--- config.mk ---
export PLATFORM = sky130hd
export DESIGN_NAME = seq_mult
export DESIGN_NICKNAME = d
export VERILOG_FILES = /design/src/rtl/seq_mult.sv
export SDC_FILE = /design/constraint.sdc
export NUM_CORES = 1
export LEC_CHECK = 0
export CAP_MARGIN = 10
export CORE_MARGIN = 5
export CORE_UTILIZATION = 39
export DETAILED_ROUTE_END_ITERATION = 12
export MAX_ROUTING_LAYER = met4
export SLEW_MARGIN = 40
export SYNTH_ARGS = -nofsm -noshare
export SYNTH_HDL_FRONTEND = slang
export SYNTH_SLANG_ARGS = --single-unit
--- constraint.sdc ---
create_clock -name clk -period 16.5 [get_ports clk]
set_input_delay 3.3 -clock clk [delete_from_list [all_inputs] [get_ports clk]]
set_output_delay 3.3 -clock clk [all_outputs]
set_load 0.005 [all_outputs]
--- src/rtl/seq_mult.sv ---
module seq_mult #(
  parameter int W = 32
) (
  input  logic         clk,
  input  logic         rst_n,
  input  logic         start,
  input  logic         is_signed,
  input  logic [W-1:0] op_a,
  input  logic [W-1:0] op_b,
  output logic         busy,
  output logic         done,
  output logic [W-1:0] hi,
  output logic [W-1:0] lo
);
  localparam int PW = 2 * W;
  localparam int CW = (W > 2) ? $clog2(W) : 1;

  logic [PW-1:0] acc, mcand;
  logic [W-1:0]  mplier;
  logic [CW-1:0] step;
  logic          sgn;

  wire           last = (step == CW'(W - 1));
  wire [PW-1:0]  part = mplier[0] ? mcand : '0;
  wire [PW-1:0]  acc_nxt = (sgn && last) ? acc - part : acc + part;
  wire [PW-1:0]  a_ext = {{W{is_signed & op_a[W-1]}}, op_a};

  always_ff @(posedge clk or negedge rst_n) begin
    if (!rst_n) begin
      acc    <= '0;
      mcand  <= '0;
      mplier <= '0;
      step   <= '0;
      sgn    <= 1'b0;
      busy   <= 1'b0;
      done   <= 1'b0;
    end else if (start && !busy) begin
      acc    <= '0;
      mcand  <= a_ext;
      mplier <= op_b;
      step   <= '0;
      sgn    <= is_signed;
      busy   <= 1'b1;
      done   <= 1'b0;
    end else if (busy) begin
      acc    <= acc_nxt;
      mcand  <= mcand << 1;
      mplier <= mplier >> 1;
      step   <= step + 1'b1;
      if (last) begin
        busy <= 1'b0;
        done <= 1'b1;
      end
    end else begin
      done <= 1'b0;
    end
  end

  assign hi = acc[PW-1:W];
  assign lo = acc[W-1:0];
endmodule

==> qor_table.md, run 1 <==
| Item | Value | Unit |
| --- | --- | --- |
| Slew at the pin with the worst max-slew slack | 829 | ps |
| Global-route wire length before repair | 62.0 | mm |
| Most used cells in the layout excluding fill and tap cells | sky130_fd_sc_hd__nand2_1, sky130_fd_sc_hd__o21ai_0, sky130_fd_sc_hd__dfrtp_1 | - |
| Fin Setup TNS | 0 | ps |
| Worst slack, placed | 9750 | ps |
| Total number of nets in the final design | 1703 | - |
| Mean instance size in the synthesized netlist | 8.28 | sq um |
| Number of nets still failing antenna checks after routing | 0 | - |
| Post-Route Utilization | 46.4 | % |
| Simple-Gate Fraction of Synth Area | 17.8 | % |
| Mux contribution to synthesized area | 5.47 | % |
| Period utilisation layout | 41.1 | % |
| Post-CTS setup buffer count | 0 | - |
| Area of all placed cells without fillers | 14600 | sq um |
| Reported max-cap violation count | 0 | - |
| Count of cells resized by post-cts repair | 0 | - |
| Critical Setup Path Class | reg -> reg | - |
| Dominant combinational cell family by area after synthesis | compound AO/OA/AOI/OAI gates | - |
| DIE WIDTH | 189 | um |
| Weighted congestion at the end of routability-driven global placement | 0.952 | - |
| Overall die area | 35700 | sq um |
| Initial antenna violation count | 1 | - |
| Total of endpoints with negative setup slack in the final report | 0 | - |
| Number of global-route vias before repair | 11300 | - |
| Number of top-level pins | 134 | - |
| Ys Warns | 0 | - |
| Number of DRC violations after detailed routing | 0 | - |
| Vertical extent of the die | 189 | um |
| Post-synthesis compound-gate area fraction | 25.7 | % |
| Required time at the endpoint of the critical path | 16890 | ps |
| Placed standard-cell area | 14000 | sq um |
| Startpoint type of the worst setup path | flip-flop | - |
| Maximum buffer depth of the clock tree | 2 | - |
| Clock tree from TritonCTS | done | - |
| Post-synthesis share of cell area spent on full adders, half adders and majority gates | 6.77 | % |
| Layout Skew | 19.1 | ps |
| Highest attainable clock frequency | 148 | MHz |
| Area added between synthesis and finish | 17.2 | % |
| Commonest non-fill, non-tap cell in the layout | sky130_fd_sc_hd__nand2_1 | - |
| Avg WL per Cell | 19.3 | um |
| Sum of net half-perimeters after detailed placement | 28.0 | mm |
| Outcome | completed | - |
| Maximum fanout along the worst path | 80 | - |
| Crit path arrival time | 7170 | ps |
| Placeable core area | 31600 | sq um |
| Vias after detailed routing | 11700 | - |
| Async SR Flop Fraction | 100 | % |
| Library cells used by synthesis | 75 | - |
| Flip-flop and latch count after synthesis | 168 | - |
| Avg Vias per Cell | 5.91 | - |
| Number of design-rule violations left by the first detailed-router iteration | 1185 | - |
| Clk pin slew, worst setup/hold paths | 70 | ps |
| Net Count, Synth | 1643 | - |
| GRT Total Usage | 21.9 | % |
| Final setup slack of the worst path | 9720 | ps |
| Cell area after synthesis | 12500 | sq um |
| Final number of max-transition violations | 0 | - |
| Post-Synth XOR/XNOR Area | 6.52 | % |
| Setup repair after global routing missed its margin | false | - |
| Pin count of the biggest net entering global routing | 107 | - |
| Total congestion overflow | 0 | - |
| Minimum clock period after layout | 6780 | ps |
| Cts bufs inserted | 17 | - |
| Number of buffers inserted by hold repair at cts | 0 | - |
| Gate count after technology mapping | 1508 | - |
| Primary FF master, synth | sky130_fd_sc_hd__dfrtp_1 | - |
| Number of H-tree levels | 4 | - |
| Relative max-transition margin | 44.7 | % |
| Share of cells above drive strength 1 | 4.81 | % |
| Total wirelength of the detailed-routed design | 38.4 | mm |
| Number of core rows | 65 | - |
| CTS sink cnt | 168 | - |
| Detailed Routing Iterations Pass 1 | 5 | - |
| Port Buf Inserts | 133 | - |
| Buffer type at the clock tree root | sky130_fd_sc_hd__clkbuf_16 | - |
| Final Hold Fails | 0 | - |
| Sequential fraction of the synthesis area | 33.7 | % |
| Endpoint kind of the worst setup timing path | flip-flop | - |
| Starting Density | 39.6 | % |
| EDFF count, synth | 0 | - |
| Clock latency on the worst-skew pair | 460 | ps |
| Min-delay worst type | reg -> reg | - |
| FILL cells | 3112 | - |
==> flip-flops by register name (all words and copies together) (netlist names) <==
name	cells
acc	64
mcand	64
mplier	32
step	5
busy	1
done	1
sgn	1
==> cell type report <==
type	instances	area, sq um	share of cell area, %
Sequential cell	168	4210	28.8
Inverter	27	101	0.693
Clock inverter	15	159	1.09
Clock buffer	17	425	2.91
Multi-Input combinational cell	1208	7780	53.1
Tap cell	402	503	3.44
Antenna cell	1	2.50	0.0171
Timing Repair Buffer	146	1460	9.95
==> synthesized netlist by cell type, types with 4 or more instances <==
library cell,n,area (sq um)
sky130_fd_sc_hd__nand2b_1,9,56.3
sky130_fd_sc_hd__a21o_1,42,315
sky130_fd_sc_hd__buf_2,4,20.0
sky130_fd_sc_hd__nand3_1,33,165
sky130_fd_sc_hd__a221o_1,30,300
sky130_fd_sc_hd__o21a_1,5,37.5
sky130_fd_sc_hd__and2_1,8,50.1
sky130_fd_sc_hd__a211oi_1,4,30.0
sky130_fd_sc_hd__o211ai_1,14,105
sky130_fd_sc_hd__nand4_1,20,125
sky130_fd_sc_hd__and3_1,15,93.8
sky130_fd_sc_hd__a22o_1,10,87.6
sky130_fd_sc_hd__nor4_1,19,119
sky130_fd_sc_hd__a211o_1,5,43.8
sky130_fd_sc_hd__buf_1,13,48.8
sky130_fd_sc_hd__inv_1,26,97.6
sky130_fd_sc_hd__o311ai_0,5,43.8
sky130_fd_sc_hd__dfrtp_1,168,4200
sky130_fd_sc_hd__or3_1,19,119
sky130_fd_sc_hd__o21bai_1,13,97.6
sky130_fd_sc_hd__o41ai_1,4,35.0
sky130_fd_sc_hd__xnor2_1,47,412
sky130_fd_sc_hd__a2111o_1,4,45.0
sky130_fd_sc_hd__nand2_1,240,901
sky130_fd_sc_hd__clkbuf_1,86,323
sky130_fd_sc_hd__nor2_1,71,267
sky130_fd_sc_hd__nor3_1,18,90.1
sky130_fd_sc_hd__a31oi_1,19,119
sky130_fd_sc_hd__o21ai_0,171,856
sky130_fd_sc_hd__a21oi_1,110,551
sky130_fd_sc_hd__o31a_1,4,35.0
sky130_fd_sc_hd__xor2_1,46,403
sky130_fd_sc_hd__or2_2,7,43.8
sky130_fd_sc_hd__mux2i_1,66,661
sky130_fd_sc_hd__ha_1,66,826
sky130_fd_sc_hd__o31ai_1,12,90.1
sky130_fd_sc_hd__or4_1,7,52.6
sky130_fd_sc_hd__a31o_2,5,43.8
==> cell families after synthesis <==
logic type | count (synthesis)
buffers and inverters | 132
and+or+nand+nor | 482
AOI/OAI and AO/OA | 498
DFF | 168
xor gates and xnor gates | 93
adders and majority gates | 67
muxes | 68
==> metal layers <==
layer,global-route usage [%],share of wire [%],up-vias
li1,-,-,5654
met1,30.8,47,5583
met2,32.7,44,419
met3,3.71,6.1,66
met4,6.14,2.4,0
met5,-,0,-
==> through the flow <==
stage | hold slack [ps] | instances
5_1_grt | 520 | 1984
2_1_floorplan | 452 | 1508
4_1_cts | 486 | 1982
3_3_place_gp | 466 | 1950
3_5_place_dp | 473 | 1950
6_report | 483 | 1984
==> final timing paths <==
path                           start          to  slack, ps  cells after the start
max                        mplier[0]     acc[59]       9720                     21
min                        mplier[5]   mplier[4]        480                      2
min reg2reg                mplier[5]   mplier[4]        480                      2
max reg2reg                mplier[0]     acc[59]       9720                     21
max in group asynchronous      rst_n     acc[40]      12390                      2
min in group asynchronous      rst_n  mplier[21]       2890                      1
==> worst max-delay path, cell delays in order (launching register included) <==
cell,delay [ps]
sky130_fd_sc_hd__dfrtp_2,420
sky130_fd_sc_hd__buf_4,350
sky130_fd_sc_hd__nand2_1,210
sky130_fd_sc_hd__ha_1,260
sky130_fd_sc_hd__or3b_1,430
sky130_fd_sc_hd__o41ai_2,380
sky130_fd_sc_hd__nand3_1,270
sky130_fd_sc_hd__a21oi_1,710
sky130_fd_sc_hd__nor2_1,190
sky130_fd_sc_hd__nor2_1,370
sky130_fd_sc_hd__a31oi_1,70
sky130_fd_sc_hd__o21ai_0,120
sky130_fd_sc_hd__ha_1,300
sky130_fd_sc_hd__nand4_1,190
sky130_fd_sc_hd__or2_0,240
sky130_fd_sc_hd__o22ai_1,220
sky130_fd_sc_hd__nor3_1,100
sky130_fd_sc_hd__a2111oi_1,720
sky130_fd_sc_hd__or2_2,260
sky130_fd_sc_hd__a31oi_1,200
sky130_fd_sc_hd__or4_1,520
sky130_fd_sc_hd__nand3_1,90
Power of run 1 is not shown: default switching activity piles up to over one toggle a cycle in this logic, so the estimate is an artifact.
==> run 2, diff against run 1 <==
Clock period 16.5 ns to 6.7 ns, I/O delays scaled along.
==> run 2 against run 1 <==
Effect of this change: core utilization increased by 0.19 points; register-to-register slack got worse by 8900 ps; die area unchanged; sequential share of layout area decreased by 0.12 points; fmax increased by 16%; cell count increased by 0.30%; highest routed layer unchanged.
==> qor_table.md, run 2 (same netlist as run 1, synthesis figures left out) <==
| Item | Value | Unit |
| --- | --- | --- |
| Outcome | completed | - |
| Initial antenna violation count | 3 | - |
| Commonest non-fill, non-tap cell in the layout | sky130_fd_sc_hd__nand2_1 | - |
| Vias after detailed routing | 11800 | - |
| Weighted congestion at the end of routability-driven global placement | 0.970 | - |
| Final number of max-transition violations | 0 | - |
| Internal reg-to-reg setup slack | 850 | ps |
| Startpoint type of the worst setup path | flip-flop | - |
| Overall die area | 35700 | sq um |
| Highest attainable clock frequency | 171 | MHz |
| Total wirelength of the detailed-routed design | 38.4 | mm |
| Crit path launch | mcand[1] | - |
| Required time at the endpoint of the critical path | 7000 | ps |
| Fin Setup TNS | 0 | ps |
| Detailed Routing Iterations Pass 1 | 6 | - |
| Number of buffers inserted by hold repair at cts | 0 | - |
| Sequential cell area | 4210 | sq um |
| Cts bufs inserted | 17 | - |
| DIE WIDTH | 189 | um |
| Placeable core area | 31600 | sq um |
| Count of cells resized by post-cts repair | 0 | - |
| Pin count of the biggest net entering global routing | 101 | - |
| Launch instance of the worst register-to-register path | mcand[1] | - |
| Sum of net half-perimeters after detailed placement | 28.6 | mm |
| Slew at the pin with the worst max-slew slack | 827 | ps |
| Min-delay worst type | reg -> reg | - |
| Number of DRC violations after detailed routing | 0 | - |
| Crit path arrival time | 6150 | ps |
| Post-CTS setup buffer count | 0 | - |
| Clk pin slew, worst setup/hold paths | 80 | ps |
| Number of design-rule violations left by the first detailed-router iteration | 1113 | - |
| Critical Setup Path Class | reg -> reg | - |
| Setup repair after global routing missed its margin | false | - |
| Number of global-route vias before repair | 11100 | - |
| FILL cells | 3067 | - |
| Endpoint kind of the worst setup timing path | flip-flop | - |
| Number of H-tree levels | 4 | - |
| Avg Vias per Cell | 5.91 | - |
| Clock tree from TritonCTS | done | - |
| Registers with the highest flip-flop counts | acc (64), mcand (64), mplier (32) | - |
| Number of nets still failing antenna checks after routing | 0 | - |
| Clock latency on the worst-skew pair | 440 | ps |
| Cell Chain, Critical Path | nand2_1 -> ha_1 -> or3b_1 -> o41ai_2 -> nand3_1 -> a21oi_1 -> nand2_1 -> nor3_1 -> nand2_1 -> a21boi_0 -> o21ai_1 -> ha_1 -> nand4_1 -> or4_1 -> o31ai_1 -> a22oi_1 -> a31oi_1 -> xnor2_1 -> o21ai_0 | - |
| Period utilisation layout | 87.3 | % |
| Port Buf Inserts | 133 | - |
| Reported max-cap violation count | 0 | - |
| Buffer type at the clock tree root | sky130_fd_sc_hd__clkbuf_16 | - |
| Most used cell, CP | sky130_fd_sc_hd__nand2_1 | - |
| CTS sink cnt | 168 | - |
| Final Hold Fails | 0 | - |
| Starting Density | 39.6 | % |
| Maximum fanout along the worst path | 8 | - |
| Hold path cells | 2 | - |
| Most used cells in the layout excluding fill and tap cells | sky130_fd_sc_hd__nand2_1, sky130_fd_sc_hd__o21ai_0, sky130_fd_sc_hd__dfrtp_1 | - |
| Share of cells above drive strength 1 | 5.17 | % |
| Total of endpoints with negative setup slack in the final report | 0 | - |
| Total number of nets in the final design | 1707 | - |
| Hold_sp | mplier[8] | - |
| Area occupied by multi-input gates | 7780 | sq um |
| Relative max-transition margin | 44.4 | % |
| Worst R2R End | acc[50] | - |
| Slowest cell on crit path | sky130_fd_sc_hd__o31ai_1 | - |
| Layout Skew | 11.7 | ps |
| Cells on worst reg2reg path | 19 | - |
| GRT Total Usage | 21.8 | % |
| Minimum clock period after layout | 5850 | ps |
| Avg WL per Cell | 19.3 | um |
| Number of top-level pins | 134 | - |
| Total congestion overflow | 0 | - |
| Maximum buffer depth of the clock tree | 2 | - |
| Area added between synthesis and finish | 17.7 | % |
| Number of core rows | 65 | - |
| Global-route wire length before repair | 61.9 | mm |
| Slowest cell delay on critical path | 570 | ps |
| Vertical extent of the die | 189 | um |
| Destination of the worst hold path | mplier[7] | - |
run 2: changes by cell type in the layout (fill, tap and decap cells not counted), moves of 2 or more:
cell	delta
sky130_fd_sc_hd__buf_4	+5
sky130_fd_sc_hd__diode_2	+2
sky130_fd_sc_hd__clkinv_4	-3
sky130_fd_sc_hd__clkinvlp_4	+2
run 2: stage by stage:
stage	setup WS (ps)	hold WS (ps)	instance area, sq um	std cells	utilization, %
floorplan	1040	452	12500	1508	-
global placement	1080	468	14000	1953	44.5
detailed placement	973	474	14100	1954	44.5
CTS	935	494	14700	1986	46.5
global route	378	520	14700	1990	46.6
finish	850	485	14700	1990	46.6
run 2: worst max path at each step:
| stage | depth (start not counted) | slack [ps] | to |
|---|---|---|---|
| 6_report | 19 | 850 | acc[50] |
| 5_1_grt | 20 | 380 | acc[48] |
| 4_1_cts | 19 | 940 | acc[50] |
| 3_5_place_dp | 19 | 970 | acc[50] |
| 3_3_place_gp | 20 | 1080 | acc[48] |
| 2_1_floorplan | 25 | 1040 | acc[50] |
run 2: cell type report:
type | count | share of cell area [%]
Inverter | 27 | 0.690
Timing Repair Buffer | 150 | 10.1
Sequential cell | 168 | 28.6
Antenna cell | 3 | 0.0511
Clock inverter | 14 | 1.19
Clock buffer | 18 | 2.99
Tap cell | 402 | 3.42
Multi-Input combinational cell | 1208 | 52.9
run 2: critical path: cells and delay by family (launching register included):
family | cells | cell delay, ps
XOR/XNOR | 1 | 150
adder cells (fa/ha/maj) | 2 | 700
AND/OR/NAND/NOR | 8 | 2010
AO/OA/AOI/OAI | 8 | 2410
flip-flops | 1 | 430
run 2: layer usage:
metal | part of all wire [%] | track usage, % | up-vias
li1 | - | - | 5682
met1 | 49 | 31.0 | 5713
met2 | 45 | 32.8 | 324
met3 | 5.0 | 3.72 | 36
met4 | 1.5 | 4.68 | 0
met5 | 0 | - | -
Power of run 2 is left out for the same reason.
